===== config.mk =====
export PLATFORM = sky130hd
export DESIGN_NAME = prewitt_mag
export DESIGN_NICKNAME = d
export VERILOG_FILES = /design/src/rtl/prewitt_pkg.sv /design/src/rtl/prewitt_grad.sv /design/src/rtl/prewitt_sumsq.sv /design/src/rtl/prewitt_isqrt.sv /design/src/rtl/prewitt_mag.sv
export SDC_FILE = /design/constraint.sdc
export NUM_CORES = 1
export LEC_CHECK = 0
export ABC_CLOCK_PERIOD_IN_PS = 13630
export BUFFER_PORTS_ARGS = -buffer_cell sky130_fd_sc_hd__buf_2
export CORE_MARGIN = 5
export CORE_UTILIZATION = 52
export CTS_CLUSTER_SIZE = 16
export DETAILED_ROUTE_END_ITERATION = 10
export PLACE_DENSITY_LB_ADDON = 0.3
export SLEW_MARGIN = 25
export SYNTH_ARGS = -nofsm -noshare
export SYNTH_HDL_FRONTEND = slang
export SYNTH_HIERARCHICAL = 1
export SYNTH_SLANG_ARGS = --single-unit

===== constraint.sdc =====
create_clock -name clk -period 13.63 [get_ports clk]
set_input_delay 2.0445 -clock clk [delete_from_list [all_inputs] [get_ports clk]]
set_output_delay 2.0445 -clock clk [all_outputs]
set_load 0.02 [all_outputs]

===== src/rtl/prewitt_pkg.sv =====
package prewitt_pkg;

  localparam int PIX_W_DEF = 8;
  localparam int OUT_W_DEF = 16;

  // register stages ahead of the root: line sums, differences, squares, sum
  localparam int FRONT_STAGES = 4;

  // bits of an integer root of a rad_w-bit radicand
  function automatic int root_bits(input int rad_w);
    return (rad_w + 1) / 2;
  endfunction

  // cycles from an accepted window to its result
  function automatic int pipe_latency(input int root_w);
    return FRONT_STAGES + root_w;
  endfunction

endpackage


===== src/rtl/prewitt_grad.sv =====
module prewitt_grad #(
  parameter int PIX_W  = 8,
  parameter int SUMC_W = PIX_W + 2,
  parameter int GRAD_W = SUMC_W + 1
) (
  input  logic                     clk,
  input  logic                     rst,
  input  logic                     in_valid,
  input  logic [9*PIX_W-1:0]       win,
  output logic                     g_valid,
  output logic signed [GRAD_W-1:0] dx,
  output logic signed [GRAD_W-1:0] dy
);

  function automatic logic [PIX_W-1:0] pix_at(input logic [9*PIX_W-1:0] w,
                                              input int r, input int c);
    return w[PIX_W*(3*r+c) +: PIX_W];
  endfunction

  // sum of one row (along_row=1) or one column (along_row=0)
  function automatic logic [SUMC_W-1:0] line_sum(input logic [9*PIX_W-1:0] w,
                                                 input logic along_row, input int idx);
    logic [SUMC_W-1:0] acc;
    acc = '0;
    for (int k = 0; k < 3; k++) begin
      if (along_row) acc = acc + SUMC_W'(pix_at(w, idx, k));
      else           acc = acc + SUMC_W'(pix_at(w, k, idx));
    end
    return acc;
  endfunction

  function automatic logic signed [GRAD_W-1:0] diff(input logic [SUMC_W-1:0] plus_side,
                                                    input logic [SUMC_W-1:0] minus_side);
    return $signed({1'b0, plus_side}) - $signed({1'b0, minus_side});
  endfunction

  // stage A: four line sums (zero mask row/column dropped)
  logic              va;
  logic [SUMC_W-1:0] top_q, bot_q, lft_q, rgt_q;

  always_ff @(posedge clk) begin
    if (rst) begin
      va <= 1'b0;
    end else begin
      va <= in_valid;
      if (in_valid) begin
        top_q <= line_sum(win, 1'b1, 0);
        bot_q <= line_sum(win, 1'b1, 2);
        lft_q <= line_sum(win, 1'b0, 0);
        rgt_q <= line_sum(win, 1'b0, 2);
      end
    end
  end

  // stage B: negated side feeds the subtractor
  always_ff @(posedge clk) begin
    if (rst) begin
      g_valid <= 1'b0;
    end else begin
      g_valid <= va;
      if (va) begin
        dy <= diff(bot_q, top_q);
        dx <= diff(rgt_q, lft_q);
      end
    end
  end

endmodule


===== src/rtl/prewitt_sumsq.sv =====
module prewitt_sumsq #(
  parameter int GRAD_W = 11,
  parameter int MAG_W  = GRAD_W - 1,
  parameter int SQ_W   = 2 * MAG_W,
  parameter int RAD_W  = SQ_W + 1
) (
  input  logic                     clk,
  input  logic                     rst,
  input  logic                     g_valid,
  input  logic signed [GRAD_W-1:0] dx,
  input  logic signed [GRAD_W-1:0] dy,
  output logic                     s_valid,
  output logic [RAD_W-1:0]         rad
);

  function automatic logic [MAG_W-1:0] abs_mag(input logic signed [GRAD_W-1:0] g);
    logic [GRAD_W-1:0] u;
    u = g[GRAD_W-1] ? GRAD_W'(-g) : GRAD_W'(g);
    return u[MAG_W-1:0];
  endfunction

  function automatic logic [SQ_W-1:0] square(input logic [MAG_W-1:0] a);
    return SQ_W'(a) * SQ_W'(a);
  endfunction

  logic            vq;
  logic [SQ_W-1:0] sqx_q, sqy_q;

  always_ff @(posedge clk) begin
    if (rst) begin
      vq <= 1'b0;
    end else begin
      vq <= g_valid;
      if (g_valid) begin
        sqx_q <= square(abs_mag(dx));
        sqy_q <= square(abs_mag(dy));
      end
    end
  end

  always_ff @(posedge clk) begin
    if (rst) begin
      s_valid <= 1'b0;
    end else begin
      s_valid <= vq;
      if (vq) rad <= RAD_W'(sqx_q) + RAD_W'(sqy_q);
    end
  end

endmodule


===== src/rtl/prewitt_isqrt.sv =====
module prewitt_isqrt #(
  parameter int RAD_W  = 21,
  parameter int ROOT_W = (RAD_W + 1) / 2
) (
  input  logic              clk,
  input  logic              rst,
  input  logic              s_valid,
  input  logic [RAD_W-1:0]  rad,
  output logic              r_valid,
  output logic [ROOT_W-1:0] root,
  output logic [RAD_W-1:0]  rem_out
);

  localparam int EXT_W = 2 * ROOT_W + 1;

  // amount removed from the remainder if bit b of the root is set:
  // (r + 2^b)^2 - r^2 = r*2^(b+1) + 2^(2b), with r holding only bits above b
  function automatic logic [EXT_W-1:0] trial_term(input logic [ROOT_W-1:0] r, input int b);
    return (EXT_W'(r) << (b + 1)) + (EXT_W'(1) << (2 * b));
  endfunction

  for (genvar k = 0; k < ROOT_W; k++) begin : g_stage
    localparam int B = ROOT_W - 1 - k;
    logic              v_in;
    logic [RAD_W-1:0]  rem_in;
    logic [ROOT_W-1:0] root_in;
    logic [EXT_W-1:0]  t;
    logic              take;
    logic              v_q;
    logic [RAD_W-1:0]  rem_q;
    logic [ROOT_W-1:0] root_q;

    if (k == 0) begin : g_head
      assign v_in    = s_valid;
      assign rem_in  = rad;
      assign root_in = '0;
    end else begin : g_link
      assign v_in    = g_stage[k-1].v_q;
      assign rem_in  = g_stage[k-1].rem_q;
      assign root_in = g_stage[k-1].root_q;
    end

    assign t    = trial_term(root_in, B);
    assign take = (EXT_W'(rem_in) >= t);

    always_ff @(posedge clk) begin
      if (rst) begin
        v_q    <= 1'b0;
        rem_q  <= '0;
        root_q <= '0;
      end else begin
        v_q <= v_in;
        if (v_in) begin
          rem_q  <= take ? RAD_W'(EXT_W'(rem_in) - t) : rem_in;
          root_q <= take ? (root_in | (ROOT_W'(1) << B)) : root_in;
        end
      end
    end
  end

  assign r_valid = g_stage[ROOT_W-1].v_q;
  assign root    = g_stage[ROOT_W-1].root_q;
  assign rem_out = g_stage[ROOT_W-1].rem_q;

endmodule


===== src/rtl/prewitt_mag.sv =====
module prewitt_mag
  import prewitt_pkg::*;
#(
  parameter int PIX_W = PIX_W_DEF,
  parameter int OUT_W = OUT_W_DEF
) (
  input  logic               clk,
  input  logic               rst,
  input  logic               in_valid,
  input  logic [9*PIX_W-1:0] win,
  output logic               out_valid,
  output logic [OUT_W-1:0]   out_mag
);

  localparam int SUMC_W = PIX_W + 2;
  localparam int GRAD_W = SUMC_W + 1;
  localparam int SQ_W   = 2 * SUMC_W;
  localparam int RAD_W  = SQ_W + 1;
  localparam int ROOT_W = root_bits(RAD_W);
  localparam int LAT    = pipe_latency(ROOT_W);

  // named internal events, observed by the bound checker
  logic                     g_valid;
  logic signed [GRAD_W-1:0] dx, dy;
  logic                     s_valid;
  logic [RAD_W-1:0]         rad;
  logic                     r_valid;
  logic [ROOT_W-1:0]        root;
  logic [RAD_W-1:0]         rem_out;

  prewitt_grad #(.PIX_W(PIX_W), .SUMC_W(SUMC_W), .GRAD_W(GRAD_W)) u_grad (
    .clk(clk), .rst(rst), .in_valid(in_valid), .win(win),
    .g_valid(g_valid), .dx(dx), .dy(dy)
  );

  prewitt_sumsq #(.GRAD_W(GRAD_W), .MAG_W(SUMC_W), .SQ_W(SQ_W), .RAD_W(RAD_W)) u_sumsq (
    .clk(clk), .rst(rst), .g_valid(g_valid), .dx(dx), .dy(dy),
    .s_valid(s_valid), .rad(rad)
  );

  prewitt_isqrt #(.RAD_W(RAD_W), .ROOT_W(ROOT_W)) u_isqrt (
    .clk(clk), .rst(rst), .s_valid(s_valid), .rad(rad),
    .r_valid(r_valid), .root(root), .rem_out(rem_out)
  );

  assign out_valid = r_valid;
  assign out_mag   = OUT_W'(root);

endmodule


==> flow_metrics.env, run 1 <==
export IMPL_start_kind="flop"
export IMPL_worst_slew_pin_transition_ns=1.02
export IMPL_holdCritPathClass="flop to flop"
export IMPL_place_area_um2=28900
export IMPL_grt_pass1_vias=21000
export IMPL_grt_max_degree=141
export IMPL_cap_viol_max_count=0
export IMPL_crit_top_cell="fa_1"
export IMPL_cp_arrival_ns=7.48
export IMPL_avgSynthCellArea_um2=9.47
export IMPL_numCtsBuffers=47
export IMPL_synthCells=2961
export IMPL_track_usage_pct=20.0
export IMPL_io_buffers=78
export IMPL_drt_total_wl_mm=60.1
export IMPL_die_area_um2=58700
export IMPL_finalMaxSlewViolations=0
export IMPL_gp_congestion=0.895
export IMPL_stdcell_area_um2=30500
export IMPL_place_ws_ns=6.52
export IMPL_total_power_mw=5.59
export IMPL_holdWs_ns=0.458
export IMPL_grt_overflow=0
export IMPL_worstSkewPairLatency_ns=0.60
export IMPL_crit_cells=23
export IMPL_cp_required_ns=13.95
export IMPL_fin_skew_ns=0.0315
export IMPL_drc_errors=0
export IMPL_htree_levels=2
export IMPL_ir_drop_mv=0.164
export IMPL_detailedRoute_firstPassIterationCount=5
export IMPL_end_kind="flop"
export IMPL_cts_resized=0
export IMPL_final_common_cell="nor2_1"
export IMPL_critical_path_top_delay_family="adder cells"
export IMPL_nets=3461
export IMPL_dp_cells=3648
export IMPL_rows=85
export IMPL_ff2ff_path_depth=23
export IMPL_hpwlAfterDp_mm=46.8
export IMPL_setup_viol_count_final=0
export IMPL_finalHoldViolCount=0
export IMPL_path_max_fanout=9
export IMPL_clockBufferDepth=3
export IMPL_min_delay_path_depth=1
export IMPL_p_leak_nw=12.4
export IMPL_fin_ws_ns=6.46
export IMPL_fin_tns_setup_ns=0
export IMPL_antenna_found_initial=3
export IMPL_yosysWarnings=6
export IMPL_grt_pass1_wl_mm=100
export IMPL_period_share_pct=52.6
export IMPL_min_period_ns=7.17
export IMPL_status="complete, no violations"
export IMPL_clock_sinks=412
export IMPL_start_util_pct=52.3
export IMPL_coreArea_um2=53600
export IMPL_ios=92
export IMPL_layout_drive_gt1_share_pct=7.19
export IMPL_slew_headroom_pct=31.9
export IMPL_viasPerCell=5.58
export IMPL_cts_hold_buffers=0
export IMPL_grt_setup_unrepaired="no"
export IMPL_area_growth_pct=8.77
export IMPL_num_vias=20800
export IMPL_wl_per_cell_um=16.1
export IMPL_final_core_util_pct=56.9
export IMPL_cts_tree="done"
export IMPL_cp_slowest_stage_delay_ns=0.59
export IMPL_path_cells="inv_1 -> ha_1 -> nand2_1 -> o31ai_1 -> nand2_1 -> xor2_1 -> nand2_1 -> fa_1 -> fa_1 -> inv_1 -> fa_1 -> fa_1 -> inv_1 -> fa_1 -> inv_1 -> ha_1 -> o21a_1 -> o2bb2ai_1 -> a31oi_1 -> a41oi_1 -> a31oi_1 -> a31oi_1 -> xnor2_1"
export IMPL_clock_root_buffer="clkbuf_16"
export IMPL_post_cts_buffers=0
export IMPL_fillers=4663
export IMPL_die_w_um=242
export IMPL_layout_common_cells="391 x nor2_1, 293 x inv_1, 289 x dfxtp_1"
export IMPL_ant_nets=0
export IMPL_critPathBufInv=4
export IMPL_pwr_density_cell_nw_per_um2=183
export IMPL_drt_iter0_drc=1179
export IMPL_clk_pin_slew_ns=0.06
export IMPL_critPathKind="flop to flop"
export IMPL_chipHeight_um=242
export IMPL_syn_area_um2=28000
export IMPL_fmax_ghz=0.140
export IMPL_cpMaxStageDelayCell="edfxtp_1"
export IMPL_finalNonFillerCells=3732
==> where the power goes <==
| part | internal [mW] | switching (mW) |
|---|---|---|
| clock | 0.700 | 0.495 |
| combinational | 1.22 | 1.65 |
| sequential | 1.49 | 0.0274 |
==> per-layer routing <==
metal | track usage (%) | vias up | wire (um)
li1 | - | 10300 | -
met1 | 23.8 | 9923 | 25300
met2 | 36.6 | 417 | 30300
met3 | 3.53 | 129 | 2520
met4 | 6.39 | 2 | 1960
met5 | 0 | - | 11
==> state kept, by name, summed over array words and instances, names as in the netlist <==
register	count
u_grad/bot_q	10
u_sumsq/s_valid	1
u_grad/g_valid	1
u_sumsq/sqx_q	19
u_isqrt/g_stage.rem_q	189
u_sumsq/vq	1
u_grad/lft_q	10
u_sumsq/sqy_q	19
u_grad/va	1
u_isqrt/g_stage.root_in	10
u_isqrt/root	11
u_grad/dy	11
u_grad/top_q	10
u_isqrt/g_stage.rem_in	21
u_grad/rgt_q	10
u_grad/dx	11
u_isqrt/g_stage.v_in	1
u_isqrt/r_valid	1
u_isqrt/g_stage.root_q	45
u_sumsq/rad	21
u_isqrt/g_stage.v_q	9
==> area by class of cell <==
class                      instances  area, um2  share of cell area [%]
antenna                            2       5.00                  0.0164
timing repair buffer              93        553                    1.81
sequential                       412       9460                    31.0
tap                              696        871                    2.86
inverter                         295       1110                    3.63
multi-input combinational       2154      17000                    55.8
clock inverter                    15        120                   0.394
clock buffer                      65       1370                    4.48
==> worst paths after layout <==
kind                  start           endpoint  slack (ns)
max            u_grad/dy[0]  u_sumsq/sqy_q[18]        6.46
min          u_grad/g_valid         u_sumsq/vq        0.46
max reg2reg    u_grad/dy[0]  u_sumsq/sqy_q[18]        6.46
min reg2reg  u_grad/g_valid         u_sumsq/vq        0.46
Note: power is estimated with default switching activity, not from simulation.
==> inputs of run 2 (changes only) <==
--- a/config.mk
+++ b/config.mk
@@ -5,7 +5,8 @@
 export SDC_FILE = /design/constraint.sdc
 export NUM_CORES = 1
 export LEC_CHECK = 0
-export ABC_CLOCK_PERIOD_IN_PS = 13630
+export ABC_AREA = 1
+export ABC_CLOCK_PERIOD_IN_PS = 7200
 export BUFFER_PORTS_ARGS = -buffer_cell sky130_fd_sc_hd__buf_2
 export CORE_MARGIN = 5
 export CORE_UTILIZATION = 52
==> constraint.sdc (replaced) <==
create_clock -name clk -period 7.2 [get_ports clk]
set_input_delay 1.08 -clock clk [delete_from_list [all_inputs] [get_ports clk]]
set_output_delay 1.08 -clock clk [all_outputs]
set_load 0.02 [all_outputs]
==> run 2 against run 1 <==
  * Global-route usage grew 1.3 points
  * Via count grew 21%
  * Combinational power grew 61%
  * Synthesized cell count grew 36%
  * Critical path type unchanged
  * Critical endpoint is now u_sumsq/sqx_q[17]
  * Largest power group unchanged
==> flow_metrics.env, run 2 <==
export IMPL_n_antenna_cell=0
export IMPL_worstSkewPairLatency_ns=0.58
export IMPL_setup_viol_count_final=0
export IMPL_hold_end="u_isqrt/g_stage[0].rem_q[9]"
export IMPL_r2r_end="u_sumsq/sqx_q[17]"
export IMPL_avgSynthCellArea_um2=7.43
export IMPL_grt_pass1_wl_mm=115
export IMPL_ant_nets=0
export IMPL_drc_errors=0
export IMPL_synthCells=4038
export IMPL_layout_drive_gt1_share_pct=7.10
export IMPL_ir_drop_mv=0.270
export IMPL_grt_overflow=0
export IMPL_critPathKind="flop to flop"
export IMPL_pwr_density_cell_nw_per_um2=301
export IMPL_end_kind="flop"
export IMPL_min_period_ns=6.33
export IMPL_cap_viol_max_count=0
export IMPL_detailedRoute_firstPassIterationCount=5
export IMPL_cp_required_ns=7.54
export IMPL_hpwlAfterDp_mm=53.2
export IMPL_dp_cells=4801
export IMPL_final_core_util_pct=56.9
export IMPL_post_cts_buffers=0
export IMPL_die_w_um=250
export IMPL_holdCritPathClass="flop to flop"
export IMPL_status="complete, no violations"
export IMPL_track_usage_pct=21.3
export IMPL_multi_input_area_um2=17800
export IMPL_min_delay_path_depth=2
export IMPL_io_buffers=78
export IMPL_finalMaxSlewViolations=0
export IMPL_holdWs_ns=0.431
export IMPL_worstHoldStart="u_sumsq/rad[9]"
export IMPL_finalNonFillerCells=4889
export IMPL_seq_power_share_pct=28.3
export IMPL_wl_per_cell_um=13.8
export IMPL_cts_tree="done"
export IMPL_start_kind="flop"
export IMPL_layout_common_cells="997 x nand2_1, 614 x inv_1, 334 x nor2_1"
export IMPL_slew_headroom_pct=46.0
export IMPL_chipHeight_um=250
export IMPL_path_max_fanout=10
export IMPL_syn_area_um2=30000
export IMPL_viasPerCell=5.15
export IMPL_p_leak_nw=16.3
export IMPL_total_power_mw=9.85
export IMPL_yosysWarnings=6
export IMPL_ff2ff_path_depth=28
export IMPL_htree_levels=2
export IMPL_fin_tns_setup_ns=0
export IMPL_rows=88
export IMPL_regMostFlops="u_isqrt/g_stage.rem_q"
export IMPL_gp_congestion=0.941
export IMPL_area_growth_pct=8.91
export IMPL_critical_path_top_delay_family="adder cells"
export IMPL_cts_hold_buffers=0
export IMPL_comb_power_share_pct=47.0
export IMPL_ff2ff_setup_slack_ns=0.87
export IMPL_num_vias=25200
export IMPL_grt_pass1_vias=24200
export IMPL_crit_top_cell="nand2_1"
export IMPL_p_sw_share_pct=39.4
export IMPL_clock_root_buffer="clkbuf_16"
export IMPL_clock_power_share_pct=24.6
export IMPL_stdcell_area_um2=32700
export IMPL_place_ws_ns=0.942
export IMPL_fillers=5554
export IMPL_drt_total_wl_mm=67.5
export IMPL_grt_setup_unrepaired="no"
export IMPL_numCtsBuffers=47
export IMPL_finalHoldViolCount=0
export IMPL_final_common_cell="nand2_1"
export IMPL_cp_arrival_ns=6.67
export IMPL_cpMaxStageDelayCell="fa_1"
export IMPL_drt_iter0_drc=1509
export IMPL_clock_sinks=412
export IMPL_critPathBufInv=7
export IMPL_fin_ws_ns=0.867
export IMPL_fmax_ghz=0.158
export IMPL_antenna_found_initial=0
export IMPL_register_area_um2=9460
export IMPL_coreArea_um2=57500
export IMPL_clk_pin_slew_ns=0.06
export IMPL_r2r_start="u_grad/dx[0]"
export IMPL_largest_reg_flops=189
export IMPL_start_util_pct=52.2
export IMPL_die_area_um2=62600
export IMPL_top_regs="u_isqrt/g_stage.rem_q (189), u_isqrt/g_stage.root_q (45)"
export IMPL_grt_max_degree=74
export IMPL_cp_slowest_stage_delay_ns=0.52
export IMPL_clockBufferDepth=3
export IMPL_cts_resized=0
export IMPL_ios=92
export IMPL_worst_slew_pin_transition_ns=0.809
export IMPL_nets=4544
export IMPL_fin_skew_ns=0.0155
export IMPL_p_switching_mw=3.88
export IMPL_power_internal_mw=5.97
export IMPL_period_share_pct=88.0
export IMPL_place_area_um2=31100
-- run 2: worst min-delay path: stages (launching register included) --
cell	delay, ns
edfxtp_1	0.32
nand2_1	0.05
nand2_1	0.04
-- run 2: power by group through the flow --
stage          sequential [mW]  clock (mW)  combinational [mW]
4_1_cts                   2.79        2.49                4.66
3_3_place_gp              2.84           0                4.57
2_1_floorplan             2.82           0                3.66
6_report                  2.79        2.43                4.63
5_1_grt                   2.80        2.60                5.39
3_5_place_dp              2.84           0                4.62
-- run 2: area by class of cell --
type	instances	area share (%)
multi-input cells	2896	54.3
flip-flops and latches	412	28.9
inverters	636	7.34
clock buffers	62	4.16
well taps	765	2.93
repair buffers	93	1.58
clock inverters	25	0.720
-- run 2: worst max path at each step --
stage | to | cells after the start | slack [ns] | startpoint
5_1_grt | u_sumsq/sqx_q[17] | 28 | 0.34 | u_grad/dx[0]
3_5_place_dp | u_sumsq/sqx_q[17] | 28 | 0.94 | u_grad/dx[0]
3_3_place_gp | u_sumsq/sqx_q[19] | 27 | 1.08 | u_grad/dx[0]
4_1_cts | u_sumsq/sqx_q[17] | 28 | 0.92 | u_grad/dx[0]
6_report | u_sumsq/sqx_q[17] | 28 | 0.87 | u_grad/dx[0]
2_1_floorplan | u_sumsq/sqy_q[19] | 27 | 1.35 | u_grad/dy[0]
-- run 2: layer usage --
layer | vias up | track usage (%) | wire, um
met4 | 0 | 5.63 | 1570
met1 | 11500 | 28.5 | 31000
met5 | - | 0 | 0
li1 | 13100 | - | -
met3 | 100 | 2.78 | 2790
met2 | 436 | 36.7 | 32100
